[config.mk]
export PLATFORM = sky130hd
export DESIGN_NAME = rps_status_unit
export DESIGN_NICKNAME = d
export VERILOG_FILES = /design/src/rtl/rps_pkg.sv /design/src/rtl/rps_word_timer.sv /design/src/rtl/rps_sector_counter.sv /design/src/rtl/rps_status_reg.sv /design/src/rtl/rps_status_unit.sv
export SDC_FILE = /design/constraint.sdc
export NUM_CORES = 1
export LEC_CHECK = 0
export CAP_MARGIN = 20
export CELL_PAD_IN_SITES_DETAIL_PLACEMENT = 1
export CELL_PAD_IN_SITES_GLOBAL_PLACEMENT = 2
export CORE_MARGIN = 3
export CORE_UTILIZATION = 27
export DETAILED_ROUTE_END_ITERATION = 10
export PLACE_DENSITY = 0.77
export SYNTH_ARGS = -nofsm -noshare
export SYNTH_HDL_FRONTEND = slang
export SYNTH_HIERARCHICAL = 1
export SYNTH_SLANG_ARGS = --single-unit
export TNS_END_PERCENT = 30
[constraint.sdc]
create_clock -name clk -period 4.3 [get_ports clk]
set_clock_uncertainty 0.2 [all_clocks]
set_input_delay 0.645 -clock clk [delete_from_list [all_inputs] [get_ports clk]]
set_output_delay 0.645 -clock clk [all_outputs]
set_load 0.01 [all_outputs]
[src/rtl/rps_pkg.sv]
// Package: shared constants and types for the rotational position unit.
// Assumes a 16-bit status word with a 7-bit sector field.
package rps_pkg;
    localparam int STAT_W   = 16;
    localparam int POS_W    = 7;
    localparam int B_SECFLG = 15;
    localparam int B_POS_LO = 8;
    localparam int B_READY  = 7;
    localparam int B_RINH   = 6;
    localparam int B_SAC    = 5;
    localparam int B_ABORT  = 3;
    localparam int B_WEN    = 2;
    localparam int B_PARITY = 1;
    localparam int B_BUSY   = 0;

    // Sticky condition bits held between a start and the next start.
    typedef struct packed {
        logic sec_flag;
        logic rd_inhibit;
        logic coincide;
        logic aborted;
        logic wr_enabled;
        logic parity_err;
    } stored_t;
endpackage

[src/rtl/rps_word_timer.sv]
// Word-time divider: counts clocks into word-times and word-times into
// sectors. Emits sector_end on the clock whose edge finishes a sector.
// Assumes CLKS_PER_WORD >= 1 and WORDS_PER_SECTOR >= 2.
module rps_word_timer #(
    parameter int CLKS_PER_WORD    = 1,
    parameter int WORDS_PER_SECTOR = 64
) (
    input  logic clk,
    input  logic rst_n,
    output logic sector_end
);
    localparam int WW = $clog2(WORDS_PER_SECTOR);
    localparam logic [WW-1:0] LAST_WORD = WW'(WORDS_PER_SECTOR - 1);

    logic          word_tick;
    logic [WW-1:0] word_q;

    generate
        if (CLKS_PER_WORD == 1) begin : g_direct
            assign word_tick = 1'b1;
        end else begin : g_prescale
            localparam int PW = $clog2(CLKS_PER_WORD);
            localparam logic [PW-1:0] LAST_CLK = PW'(CLKS_PER_WORD - 1);
            logic [PW-1:0] pre_q;
            // Count clocks within one word-time.
            always_ff @(posedge clk) begin
                if (!rst_n)                pre_q <= '0;
                else if (pre_q == LAST_CLK) pre_q <= '0;
                else                       pre_q <= pre_q + 1'b1;
            end
            assign word_tick = (pre_q == LAST_CLK);
        end
    endgenerate

    // Count word-times within one sector.
    always_ff @(posedge clk) begin
        if (!rst_n) begin
            word_q <= '0;
        end else if (word_tick) begin
            if (word_q == LAST_WORD) word_q <= '0;
            else                     word_q <= word_q + 1'b1;
        end
    end

    assign sector_end = word_tick && (word_q == LAST_WORD);
endmodule

[src/rtl/rps_sector_counter.sv]
// Sector counter: advances on each sector end and wraps at the sector count
// of the selected geometry. A value left above a smaller limit after a mode
// change wraps to zero at the next boundary. Also offers the next value.
// Assumes both sector counts fit in POS_W bits.
module rps_sector_counter
    import rps_pkg::*;
#(
    parameter int DRUM_SECTORS = 32,
    parameter int DISK_SECTORS = 90
) (
    input  logic             clk,
    input  logic             rst_n,
    input  logic             sector_end,
    input  logic             mode_drum,
    output logic [POS_W-1:0] cur_sector,
    output logic [POS_W-1:0] sec_next
);
    localparam logic [POS_W:0] DRUM_LIM = (POS_W + 1)'(DRUM_SECTORS);
    localparam logic [POS_W:0] DISK_LIM = (POS_W + 1)'(DISK_SECTORS);

    logic [POS_W-1:0] sec_q;
    logic [POS_W:0]   inc;
    logic [POS_W:0]   limit;

    // Work out the value the counter takes at the next boundary.
    always_comb begin
        limit    = mode_drum ? DRUM_LIM : DISK_LIM;
        inc      = {1'b0, sec_q} + 1'b1;
        sec_next = (inc >= limit) ? '0 : inc[POS_W-1:0];
    end

    // Hold the sector under the heads.
    always_ff @(posedge clk) begin
        if (!rst_n)          sec_q <= '0;
        else if (sector_end) sec_q <= sec_next;
    end

    assign cur_sector = sec_q;
endmodule

[src/rtl/rps_status_reg.sv]
// Stored status and coincidence: keeps the arm state and target, detects
// arrival at the target at each sector boundary, and holds the sticky
// condition bits. Start has priority, then abort, then sets and clears.
// Assumes start and clr_ctl are single-cycle pulses from the sequencer.
module rps_status_reg
    import rps_pkg::*;
(
    input  logic             clk,
    input  logic             rst_n,
    input  logic             start,
    input  logic             clr_ctl,
    input  logic [POS_W-1:0] tgt_sector,
    input  logic             sector_end,
    input  logic [POS_W-1:0] sec_next,
    input  logic             medium_present,
    input  logic             set_sec_flag,
    input  logic             set_rd_inhibit,
    input  logic             set_wr_enabled,
    input  logic             set_parity,
    output stored_t          stored,
    output logic             coin_pulse
);
    logic             armed_q;
    logic [POS_W-1:0] tgt_q;
    logic             hit;
    logic             coin_q;
    stored_t          st_q;

    // Arrival at the target on this boundary, unless a command overrides it.
    assign hit = sector_end && armed_q && !start && !clr_ctl && (sec_next == tgt_q);

    // Arm on start, disarm on clear-control, capture the target.
    always_ff @(posedge clk) begin
        if (!rst_n) begin
            armed_q <= 1'b0;
            tgt_q   <= '0;
        end else if (start) begin
            armed_q <= 1'b1;
            tgt_q   <= tgt_sector;
        end else if (clr_ctl) begin
            armed_q <= 1'b0;
        end
    end

    // Register the coincidence so it lines up with the new sector value.
    always_ff @(posedge clk) begin
        if (!rst_n) coin_q <= 1'b0;
        else        coin_q <= hit;
    end

    // Update the sticky condition bits.
    always_ff @(posedge clk) begin
        if (!rst_n || start) begin
            st_q <= '0;
        end else if (hit && !medium_present) begin
            st_q         <= '0;
            st_q.aborted <= 1'b1;
        end else begin
            if (set_sec_flag)   st_q.sec_flag   <= 1'b1;
            if (set_rd_inhibit) st_q.rd_inhibit <= 1'b1;
            if (set_wr_enabled) st_q.wr_enabled <= 1'b1;
            if (set_parity)     st_q.parity_err <= 1'b1;
            if (clr_ctl)        st_q.coincide   <= 1'b0;
            else if (hit)       st_q.coincide   <= 1'b1;
        end
    end

    assign stored     = st_q;
    assign coin_pulse = coin_q;
endmodule

[src/rtl/rps_status_unit.sv]
// Top: rotational position and status unit. Derives the sector under the
// heads from elapsed word-times, signals coincidence with a requested
// sector, and assembles the host status word, gated by medium presence.
// Assumes a single clock domain shared with the transfer sequencer.
module rps_status_unit
    import rps_pkg::*;
#(
    parameter int CLKS_PER_WORD    = 1,
    parameter int WORDS_PER_SECTOR = 64,
    parameter int DRUM_SECTORS     = 32,
    parameter int DISK_SECTORS     = 90
) (
    input  logic              clk,
    input  logic              rst_n,
    input  logic              mode_drum,
    input  logic              medium_present,
    input  logic              xfer_pending,
    input  logic              start,
    input  logic              clr_ctl,
    input  logic [6:0]        tgt_sector,
    input  logic              set_sec_flag,
    input  logic              set_rd_inhibit,
    input  logic              set_wr_enabled,
    input  logic              set_parity,
    input  logic              flag_test,
    output logic [6:0]        cur_sector,
    output logic              coin_pulse,
    output logic [15:0]       status_word,
    output logic              skip
);
    logic             sector_end;
    logic [POS_W-1:0] sec_next;
    logic [POS_W-1:0] sec_cur;
    stored_t          stored;

    rps_word_timer #(
        .CLKS_PER_WORD   (CLKS_PER_WORD),
        .WORDS_PER_SECTOR(WORDS_PER_SECTOR)
    ) u_timer (
        .clk       (clk),
        .rst_n     (rst_n),
        .sector_end(sector_end)
    );

    rps_sector_counter #(
        .DRUM_SECTORS(DRUM_SECTORS),
        .DISK_SECTORS(DISK_SECTORS)
    ) u_sector (
        .clk       (clk),
        .rst_n     (rst_n),
        .sector_end(sector_end),
        .mode_drum (mode_drum),
        .cur_sector(sec_cur),
        .sec_next  (sec_next)
    );

    rps_status_reg u_stat (
        .clk           (clk),
        .rst_n         (rst_n),
        .start         (start),
        .clr_ctl       (clr_ctl),
        .tgt_sector    (tgt_sector),
        .sector_end    (sector_end),
        .sec_next      (sec_next),
        .medium_present(medium_present),
        .set_sec_flag  (set_sec_flag),
        .set_rd_inhibit(set_rd_inhibit),
        .set_wr_enabled(set_wr_enabled),
        .set_parity    (set_parity),
        .stored        (stored),
        .coin_pulse    (coin_pulse)
    );

    // Merge stored bits with the live fields when a medium is mounted.
    always_comb begin
        status_word           = '0;
        status_word[B_SECFLG] = stored.sec_flag;
        status_word[B_RINH]   = stored.rd_inhibit;
        status_word[B_SAC]    = stored.coincide;
        status_word[B_ABORT]  = stored.aborted;
        status_word[B_WEN]    = stored.wr_enabled;
        status_word[B_PARITY] = stored.parity_err;
        if (medium_present) begin
            status_word[B_POS_LO +: POS_W] = sec_cur;
            status_word[B_READY]           = 1'b1;
            status_word[B_BUSY]            = xfer_pending;
        end
    end

    // The control channel has no flag storage: a clear-flag test always skips.
    assign skip       = flag_test;
    assign cur_sector = sec_cur;
endmodule

==> impl_metrics.py <==
metrics = {
    "clock_network": {
        "ctsHoldBuffers": 0,
        "clock_sinks": 28,
        "insertion_delay_ns": 0.27,
        "htreeDepth": 1,
        "clk_pin_slew_ns": 0.09,
        "cts_setup_buffers": 0,
        "numCtsBuffers": 3,
        "cts_resized": 0,
        "root_buffer": "clkbuf_8",
        "clk_path_buf_depth": 2,
        "tritoncts": "done",
    },
    "yosys": {
        "ys_seq_area_frac": 0.371,
        "async_flop_share": 0,
        "yosysTopAreaCell": "dfxtp_1",
        "synth_top_cell_area_share": 0.371,
        "synth_area_um2": 1510,
        "syn_avg_cell_area_um2": 8.93,
        "ys.flop_type": "dfxtp_1",
        "syn-instance-count": 169,
        "syn_nets": 195,
        "ys_warn_count": 6,
        "synth-seq-cells": 28,
        "synth-edff-count": 0,
        "synth_area_leaders": "dfxtp_1 (37%), nor2_1 (7.2%), ha_1 (5.8%)",
        "synth_cell_types": 42,
    },
    "setup_path": {
        "cp_num_cells": 14,
        "startpoint_type": "register",
        "critical_path_class": "register to register",
        "cp.arrival_ns": 3.67,
        "crit_fanout": 13,
        "critPathRequiredTime_ns": 4.25,
        "path_delay_family": "simple AND/OR/NAND/NOR gates",
        "r2r_cells": 14,
        "endpoint_kind": "register",
        "path_cells": "ha_1, nand3_1, nor2_1, xnor2_1, inv_1, ha_1, o2111ai_1, a41oi_1, or3_4, and2b_1, xnor2_1, nand4_1, o31ai_2, nor2_1",
        "cpPeakStageDelay_ns": 0.43,
        "slowest_stage": "dfxtp_1",
        "cp.buffers_inverters": 1,
    },
    "grt": {
        "grt_pass1_wl_um": 6040,
        "grt_max_degree": 15,
        "antenna_found_initial": 0,
        "grt_use_total": 0.120,
        "grt_pass1_vias": 1311,
        "grt_overflow": 0,
    },
    "cells_and_area": {
        "register_area_um2": 561,
        "multiInputGateArea_um2": 866,
        "final_common_cell": "clkdlybuf4s50_1",
        "drive_above_1_share": 0.0580,
        "nNetsFinal": 235,
        "diodes": 0,
        "design_area_um2": 2000,
        "area_delta_synth_final_pct": 32.6,
        "nFillCells": 633,
        "final_cell_mix": "clkdlybuf4s50_1 (40), nor2_1 (29), dfxtp_1 (28)",
    },
    "timing": {
        "report.final.slew_viol_count": 0,
        "setup_viol": 0,
        "fin_crit_sh": 0.864,
        "timing.setup.tns_ns": 0,
        "rsz0062_at_grt": "false",
        "fin_crit_ns": 3.72,
        "setup_ws_ns": 0.584,
        "slew_headroom": 0.507,
        "hold_violations": 0,
        "worst_pin_slew_ns": 0.737,
        "fmax_ghz": 0.269,
        "whs_ns": 0.270,
    },
    "drt": {
        "vias": 1280,
        "drt_iter0_drc": 31,
        "antenna_left": 0,
        "drt_pre_antenna_iters": 4,
        "drcViolationCount": 0,
        "viasPerCell": 4.62,
        "wirelength_um": 3720,
        "wire_per_inst_um": 13.4,
    },
    "run_status": {
        "status": "finished clean",
    },
    "floorplan": {
        "start_util": 0.286,
        "ioPinCount": 44,
        "die_w_um": 80.8,
        "die_area_um2": 6520,
        "core_area_um2": 5270,
        "dieHeight_um": 80.8,
        "fp-row-count": 26,
    },
    "power": {
        "p_leak_nw": 0.793,
        "irDropWorstVdd_v": 0.0000982,
        "powerDensity_nw_per_um2": 240,
        "finalPower_uw": 480,
    },
    "hold_path": {
        "worstHoldPathCells": 1,
        "hp-class": "register to register",
    },
    "place": {
        "gp_congestion": 0.812,
        "portBuffers": 40,
        "placed_area_um2": 1960,
        "hpwl_um": 3010,
        "pre_cts_ws_ns": 0.551,
    },
    "run": {
        "maxCapViolCount": 0,
    },
}
-- area by class of cell --
type                            count  share of cell area
Inverter                           10              0.0188
Timing Repair Buffer               41               0.204
Tap cell                           70              0.0438
Multi-Input combinational cell    125               0.433
Clock buffer                        3              0.0206
Sequential cell                    28               0.280
-- power by group --
| part | switching [mW] | total, mW | internal [mW] |
|---|---|---|---|
| clock network | 0.0747 | 0.137 | 0.0627 |
| registers | 0.00851 | 0.277 | 0.269 |
| logic | 0.0290 | 0.0655 | 0.0366 |
| total | 0.112 | 0.480 | 0.368 |
-- logic make-up (layout without fill, tap and decap cells) --
kind of cell / after synthesis / after routing / synth area share
simple gates: 77 / 77 / 0.273
flops: 28 / 28 / 0.371
compound gates: 18 / 18 / 0.107
buf+inv: 16 / 54 / 0.0547
xor+xnor: 15 / 15 / 0.0871
fa+ha+maj: 7 / 7 / 0.0580
mux: 7 / 7 / 0.0464
other cells: 1 / 1 / 0.00249
-- path summary, 6_finish.rpt --
kind | startpoint | to | slack, ns
min reg2reg | u_timer/word_q[0] | u_timer/word_q[0] | 0.27
max reg2reg | u_sector/cur_sector[1] | u_stat/stored[0] | 0.58
min | u_timer/word_q[0] | u_timer/word_q[0] | 0.27
max | u_sector/cur_sector[1] | u_stat/stored[0] | 0.58
-- Yosys cell counts, types with 2 or more instances --
| cell | n |
|---|---|
| o21a_1 | 2 |
| nor3_1 | 4 |
| dfxtp_1 | 28 |
| xor2_1 | 5 |
| nand3b_1 | 7 |
| inv_1 | 9 |
| and2_1 | 10 |
| nor2_1 | 29 |
| a21oi_1 | 2 |
| nor4_1 | 2 |
| mux2i_1 | 7 |
| nand2_1 | 9 |
| buf_4 | 4 |
| ha_1 | 7 |
| nand3_1 | 5 |
| o31ai_1 | 2 |
| xnor2_1 | 10 |
| o31ai_2 | 3 |
-- flip-flops by register name, indices dropped and copies added, names as in the netlist --
name,flops
u_sector/cur_sector,7
u_stat/armed_q,1
u_stat/coin_pulse,1
u_timer/word_q,6
u_stat/stored,6
u_stat/tgt_q,7
-- routing by layer --
| metal | GRT usage | routed length [um] | vias to the layer above |
|---|---|---|---|
| met3 | 0.0222 | 158 | 2 |
| li1 | - | - | 649 |
| met5 | 0 | 0 | - |
| met2 | 0.207 | 1810 | 25 |
| met4 | 0.0541 | 39 | 0 |
| met1 | 0.143 | 1720 | 604 |
-- worst register-to-register path, delay by kind of cell (launching register included) --
| family | cells | cell delay (ns) |
|---|---|---|
| DFF | 1 | 0.43 |
| and+or+nand+nor | 6 | 1.14 |
| AOI/OAI and AO/OA | 3 | 0.81 |
| xor gates and xnor gates | 2 | 0.35 |
| adders and majority gates | 2 | 0.59 |
| buffers and inverters | 1 | 0.08 |
-- metrics by stage --
stage               instances  utilization
global route              277        0.380
CTS                       277        0.380
global placement          274        0.372
finish                    277        0.380
detailed placement        274        0.372
floorplan                 169            -
Note: power is estimated with default switching activity, not from simulation.
